===== src/rtl/rlo_pkg.sv =====
package rlo_pkg;
  // Adds an offset to a raw line count and wraps once at the frame height.
  // Both operands are below the frame height here, so one subtraction suffices.
  function automatic int unsigned wrap_line(input int unsigned raw,
                                            input int unsigned ofs,
                                            input int unsigned frame);
    int unsigned s;
    s = raw + ofs;
    if (s >= frame) s = s - frame;
    return s;
  endfunction
endpackage


===== src/rtl/rlo_offset_regs.sv =====
module rlo_offset_regs #(
  parameter int OFS_W = 8
) (
  input  logic             clk,
  input  logic             rst,
  input  logic             wr_en,
  input  logic [OFS_W-1:0] wr_data,
  input  logic             apply,
  output logic [OFS_W-1:0] pend_q,
  output logic [OFS_W-1:0] act_q,
  output logic [OFS_W-1:0] eff_ofs
);
  // Pending holds the software value; active moves only at bitmap row 0.
  always_ff @(posedge clk) begin
    if (rst) begin
      pend_q <= '0;
      act_q  <= '0;
    end else begin
      if (wr_en) pend_q <= wr_data;
      if (apply) act_q  <= pend_q;
    end
  end

  // The row-0 line itself already uses the value being transferred.
  always_comb eff_ofs = apply ? pend_q : act_q;
endmodule


===== src/rtl/rlo_line_calc.sv =====
module rlo_line_calc #(
  parameter int LINE_W      = 9,
  parameter int OFS_W       = 8,
  parameter int FRAME_LINES = 312
) (
  input  logic              clk,
  input  logic              rst,
  input  logic [LINE_W-1:0] raw_line,
  input  logic [OFS_W-1:0]  eff_ofs,
  output logic [LINE_W-1:0] line_comb,
  output logic [LINE_W-1:0] line_q
);
  import rlo_pkg::*;

  always_comb
    line_comb = LINE_W'(wrap_line(int'(raw_line), int'(eff_ofs), FRAME_LINES));

  always_ff @(posedge clk) begin
    if (rst) line_q <= '0;
    else     line_q <= line_comb;
  end
endmodule


===== src/rtl/rlo_line_irq.sv =====
module rlo_line_irq #(
  parameter int LINE_W = 9
) (
  input  logic              clk,
  input  logic              rst,
  input  logic              line_start,
  input  logic              irq_en,
  input  logic [LINE_W-1:0] target,
  input  logic [LINE_W-1:0] line_comb,
  output logic              irq_q
);
  logic hit;
  always_comb hit = line_start && irq_en && (line_comb == target);

  always_ff @(posedge clk) begin
    if (rst) irq_q <= 1'b0;
    else     irq_q <= hit;
  end
endmodule


===== src/rtl/raster_line_offset.sv =====
module raster_line_offset #(
  parameter int LINE_W      = 9,
  parameter int OFS_W       = 8,
  parameter int FRAME_LINES = 312
) (
  input  logic              clk,
  input  logic              rst,
  input  logic [LINE_W-1:0] raw_line,
  input  logic              line_start,
  input  logic              frame_start,
  input  logic              ofs_wr_en,
  input  logic [OFS_W-1:0]  ofs_wr_data,
  output logic [OFS_W-1:0]  ofs_rd_data,
  input  logic              irq_en,
  input  logic [LINE_W-1:0] irq_target,
  output logic [LINE_W-1:0] line_num,
  output logic              line_irq
);
  logic [OFS_W-1:0]  pend_ofs;
  logic [OFS_W-1:0]  act_ofs;
  logic [OFS_W-1:0]  eff_ofs;
  logic [LINE_W-1:0] line_comb;

  rlo_offset_regs #(.OFS_W(OFS_W)) u_regs (
    .clk(clk), .rst(rst),
    .wr_en(ofs_wr_en), .wr_data(ofs_wr_data),
    .apply(frame_start),
    .pend_q(pend_ofs), .act_q(act_ofs), .eff_ofs(eff_ofs)
  );

  rlo_line_calc #(.LINE_W(LINE_W), .OFS_W(OFS_W), .FRAME_LINES(FRAME_LINES)) u_calc (
    .clk(clk), .rst(rst),
    .raw_line(raw_line), .eff_ofs(eff_ofs),
    .line_comb(line_comb), .line_q(line_num)
  );

  rlo_line_irq #(.LINE_W(LINE_W)) u_irq (
    .clk(clk), .rst(rst),
    .line_start(line_start), .irq_en(irq_en), .target(irq_target),
    .line_comb(line_comb), .irq_q(line_irq)
  );

  assign ofs_rd_data = pend_ofs;
endmodule


===== config.mk =====
export PLATFORM = sky130hd
export DESIGN_NAME = raster_line_offset
export DESIGN_NICKNAME = d
export VERILOG_FILES = /design/src/rtl/rlo_pkg.sv /design/src/rtl/rlo_offset_regs.sv /design/src/rtl/rlo_line_calc.sv /design/src/rtl/rlo_line_irq.sv /design/src/rtl/raster_line_offset.sv
export SDC_FILE = /design/constraint.sdc
export NUM_CORES = 1
export LEC_CHECK = 0
export BUFFER_PORTS_ARGS = -buffer_cell sky130_fd_sc_hd__buf_2
export CELL_PAD_IN_SITES_DETAIL_PLACEMENT = 1
export CELL_PAD_IN_SITES_GLOBAL_PLACEMENT = 1
export CORE_MARGIN = 2
export CORE_UTILIZATION = 39
export CTS_BUF_LIST = sky130_fd_sc_hd__clkbuf_4 sky130_fd_sc_hd__clkbuf_8 sky130_fd_sc_hd__clkbuf_16
export DETAILED_ROUTE_END_ITERATION = 10
export PLACE_DENSITY_LB_ADDON = 0.25
export SYNTH_ARGS = -nofsm -noshare
export SYNTH_HDL_FRONTEND = slang
export SYNTH_SLANG_ARGS = --single-unit

===== constraint.sdc =====
create_clock -name clk -period 5.1 [get_ports clk]
set_input_delay 0.765 -clock clk [delete_from_list [all_inputs] [get_ports clk]]
set_output_delay 0.765 -clock clk [all_outputs]
set_load 0.01 [all_outputs]

======== Word level (Yosys, flattened, before mapping) ========
Index checks and enable logic that the tools add are counted.
W data, S select, Z words.
operators by class
  $add $sub $neg .......................... 2
  $lt $le $gt $ge ......................... 1
  equal/unequal tests ..................... 1
  multiplexer cells ....................... 2
  reductions and logical operators ........ 2
operators by type and width
  operator               number
  $add A9 B8 Y10         1
  $ge A10 B9 Y1 const B  1
  $eq A9 B9 Y1           1
  $mux W9                1
  $sub A9 B9 Y9 const B  1
  $mux W8                1
  $logic_and A1 B1 Y1    2
word-level totals
  bits in registers ....................... 26
  output and inout port bits .............. 18

======== Depth between registers and ports, before layout ========
  depth in word-level cells ............... 6
  mapped depth ............................ 15

======== Cells and area by module ========
A second synthesis with hierarchy kept.
unflattened totals
  cell total of the unflattened synthesis .. 189
  area, all modules ....................... 1805.5 µm²
modules (own cells, without submodules)
  module           instances  cells each  area each (µm²)  sequential area each (µm²)
  rlo_line_calc    1          124         1046.0           180.2
  rlo_offset_regs  1          51          629.4            320.3
  rlo_line_irq     1          14          130.1            20.0

======== Worst setup path after synthesis ========
No wires, ideal clock.
  path type ............................... in2reg
  start ................................... in frame_start
  end ..................................... reg u_irq.irq_q
  setup time .............................. 0.061 ns
  arrival ................................. 3.744 ns
  required time ........................... 5.039 ns
  path slack .............................. 1.296 ns
  cell stages on the path ................. 15
  path through ............................ clkbuf_1 > mux2_2 > ha_1 > inv_1 > fa_1 > nor2b_4 > o31ai_1 > xor2_1 > inv_1 > ha_1 > xnor2_1 > and2_1 > mux2i_1 > a2111oi_2 > and4_1
between the ends
  word-level cells in the longest chain between the ends .. 6
  elaborated cells between the ends (all ways) .. 7
ends and longest elaborated chain
  element                                                line                      source
  from (decl)                                            raster_line_offset.sv:10  input logic frame_start,
  $mux W8 *                                              rlo_offset_regs.sv:25     always_comb eff_ofs = apply ? pend_q : act_q;
  named net eff_ofs[0]                                   raster_line_offset.sv:21  logic [OFS_W-1:0] eff_ofs;
  $add A9 B8 Y10 *                                       rlo_pkg.sv:8              s = raw + ofs;
  $sub A9 B9 Y9 / $ge A10 B9 Y1 (equally long branches)  rlo_pkg.sv:9              if (s >= frame) s = s - frame;
  $mux W9 *                                              rlo_pkg.sv:9
  $eq A9 B9 Y1 *                                         rlo_line_irq.sv:13        always_comb hit = line_start && irq_en && (line_comb == target);
  $logic_and A1 B1 Y1 *                                  rlo_line_irq.sv:13
  to (signal assigned)                                   rlo_line_irq.sv:17        else irq_q <= hit;
  to (decl)                                              rlo_line_irq.sv:10        output logic irq_q
Mark *: on every way through the listed nets, which the timed path passes. The rest lies on a longest branch.
A chain may end at the register's enable or synchronous reset.

======== Final worst setup path ========
Same ends and word-level chain as after synthesis.

==> summary.txt <==
FF-to-FF Start - u_regs.pend_q[0]
starting density of the core - 40.1%
cell count after placement - 301
first-pass GRT wire length - 7850 µm
root buf cell - clkbuf_8
fmax - 271 MHz
leak pwr - 1.02 nW
routability cong. - 0.835
count leader, synth - dfxtp_1
CTS H-Tree Depth - 1
NetSw - 206 µW
Reg power frac - 35.6%
crit path max fanout - 8
Critical Path End Type - flop
Worst EP arrival - 3920 ps
synth unique cells - 56
final std cells w/o fill - 305
Die Y - 73.3 µm
largest family of logic cells by synthesized area - compound AO/OA/AOI/OAI gates
Compound-Gate Fraction of Synth Area - 21.9%
synthesis-to-layout area growth - 19.3%
register bit total from synthesis - 26
clock sink total - 26
Synth Flop Type - dfxtp_1
status - complete, no violations
worst hold path type - flop to flop
CTS tree - done
DR iter-0 viols - 50
slowest stage cell on the critical path - xor2_1
EDFF count, synth - 0
share of the synthesized area in the top cell type - 27.8%
Critical Path Sink - u_irq.irq_q
CTS clk-pin slew, worst paths - 100 ps
total negative slack - 0 ps
worst setup path start - frame_start
Worst Max-Slew Pin Slew - 538 ps
hold path start - u_regs.pend_q[0]
Post-synth top cells - 26 x dfxtp_1, 24 x nor2_1, 13 x nand2_1
slowest cell delay on critical path - 440 ps
largest net degree at the start of global routing - 27
ant diodes - 0
Synth async-reset ratio - 0%
Pint - 424 µW
initial antenna violation count - 0
grt ovf - 0
Max Transition Viols Final - 0
post-CTS sizing - 0
row cnt - 25
Synth Area in Simple Gates - 21.7%
DP HPWL - 3580 µm
RSZ-0062 raised after global routing - false
Worst-Skew Late Latency - 280 ps
IO buf count - 49
post-synthesis adder-cell area fraction - 7.09%
CTS max path bufs - 2
Final Critical Period - 3690 ps
Wirelength per Cell - 15.2 µm
Finished Cell Area - 2230 µm²
total CTS buffers - 3
number of global-route vias before repair - 1661
area leader, netlist - dfxtp_1
core area - 4660 µm²
syn_area_per_cell - 9.17 µm²
VDD IR-drop max - 0.125 mV
Vias - 1657
DR pass1 iterations - 4
Final Routed Wirelength - 4630 µm
Worst R2R End - u_irq.irq_q
max_slew headroom - 63.9%
worst hold slack - 528 ps
Syn Std Cell Area - 1870 µm²
Ports - 50
worst reg2reg setup slack - 1870 ps
Clock Power Share - 28.0%
die width - 73.3 µm
Post-CTS Setup Bufs - 0
Warnings, synthesis - 0
post-route clock period utilization - 72.3%
syn_nets - 246
dominant cells by area after synthesis - dfxtp_1 28%, mux2i_1 6.4%, ha_1 6.0%
switching part of the total power - 32.7%
Startpoint Class - input pin
die area - 5370 µm²
Worst EP required - 5330 ps
NumNets Final - 294
XOR/XNOR Fraction of Synth Area - 8.36%
Placed Area - 2160 µm²
Final setup viols - 0
DRC - 0
max_cap viols - 0
# hold bufs at CTS - 0
Comb power frac - 36.4%
Final Util - 47.9%
crit-path cells - buf_2 > mux2_2 > ha_1 > inv_1 > fa_1 > nor2b_4 > o31ai_1 > xor2_1 > inv_1 > ha_1 > xnor2_1 > and2_1 > mux2i_1 > a2111oi_2 > and4_1
mux cell area share after synthesis - 10.6%
Fin. Hold Viols - 0
total track usage - 18.5%
R2R cell count - 14
ANT nets after route - 0
vias per cell - 5.43
clock skew - 4.72 ps
layout cell share with drive strength beyond 1 - 31.1%
critical path class - input pin to flop
pwr/cell area - 282 nW/µm²
Post-Syn Instances - 204
register area share after synthesis - 27.8%
state kept, by name, indices dropped and copies added, names as in the netlist:
| signal | count |
|---|---|
| u_calc.line_q | 9 |
| u_regs.pend_q | 8 |
| u_irq.irq_q | 1 |
| u_regs.act_q | 8 |
through the flow:
stage / setup slack, ps / power, mW
after floorplan: 1300 / 0.397
after global placement: 1220 / 0.455
after detailed placement: 1120 / 0.457
after CTS: 1380 / 0.635
after global routing: 1090 / 0.670
final: 1410 / 0.630
worst min-delay path by stage:
stage	endpoint	slack (ps)	depth (start not counted)
final	u_regs.pend_q[0]	530	2
after detailed placement	u_regs.pend_q[4]	510	2
after CTS	u_regs.pend_q[4]	540	2
after floorplan	u_regs.act_q[1]	510	2
after global placement	u_regs.pend_q[0]	500	2
after global routing	u_regs.pend_q[0]	560	2
layout by cell type, fill, tap and decap left out, types with 3 or more instances in the layout:
cell / instances
nor3_1: 5
nand4_1: 3
inv_1: 6
nor4_1: 3
nor2_1: 24
mux2_2: 7
dfxtp_1: 26
o21ai_0: 7
nor2b_1: 12
xor2_1: 5
mux2i_1: 12
nand3_1: 4
a21oi_1: 7
nand2_1: 13
ha_1: 9
buf_2: 49
and3_1: 3
xnor2_1: 11
clkbuf_8: 3
power groups by stage:
stage	logic [mW]	registers [mW]	clock network (mW)
5_1_grt	0.255	0.226	0.189
2_1_floorplan	0.161	0.236	0
3_3_place_gp	0.226	0.229	0
3_5_place_dp	0.228	0.229	0
6_report	0.229	0.224	0.176
4_1_cts	0.231	0.225	0.179
layer usage:
metal	wire length (µm)	global-route usage (%)
met5	0	0
met4	50	4.32
met3	120	2.06
met2	2200	30.8
met1	2260	25.5
cells by family (layout without fill, tap and decap cells):
family	after synthesis	in the layout
fa+ha+maj	10	10
flops	26	26
mux	19	19
simple gates	77	77
compound gates	43	43
buf+inv	12	59
xor+xnor	17	17
cell type report:
class / count / area, µm²
clock buffers: 3 / 41.3
flip-flops and latches: 26 / 520
fillers: 557 / 2430
repair buffers: 49 / 245
well taps: 54 / 67.6
multi-input cells: 166 / 1300
clock inverters: 1 / 30.0
inverters: 6 / 22.5
critical path, delay by kind of cell:
family	cells	cell delay (ps)
simple gates	3	410
mux	2	460
fa+ha+maj	3	800
buf+inv	3	440
xor+xnor	2	590
compound gates	2	440
Note: power is estimated with default switching activity, not from simulation.
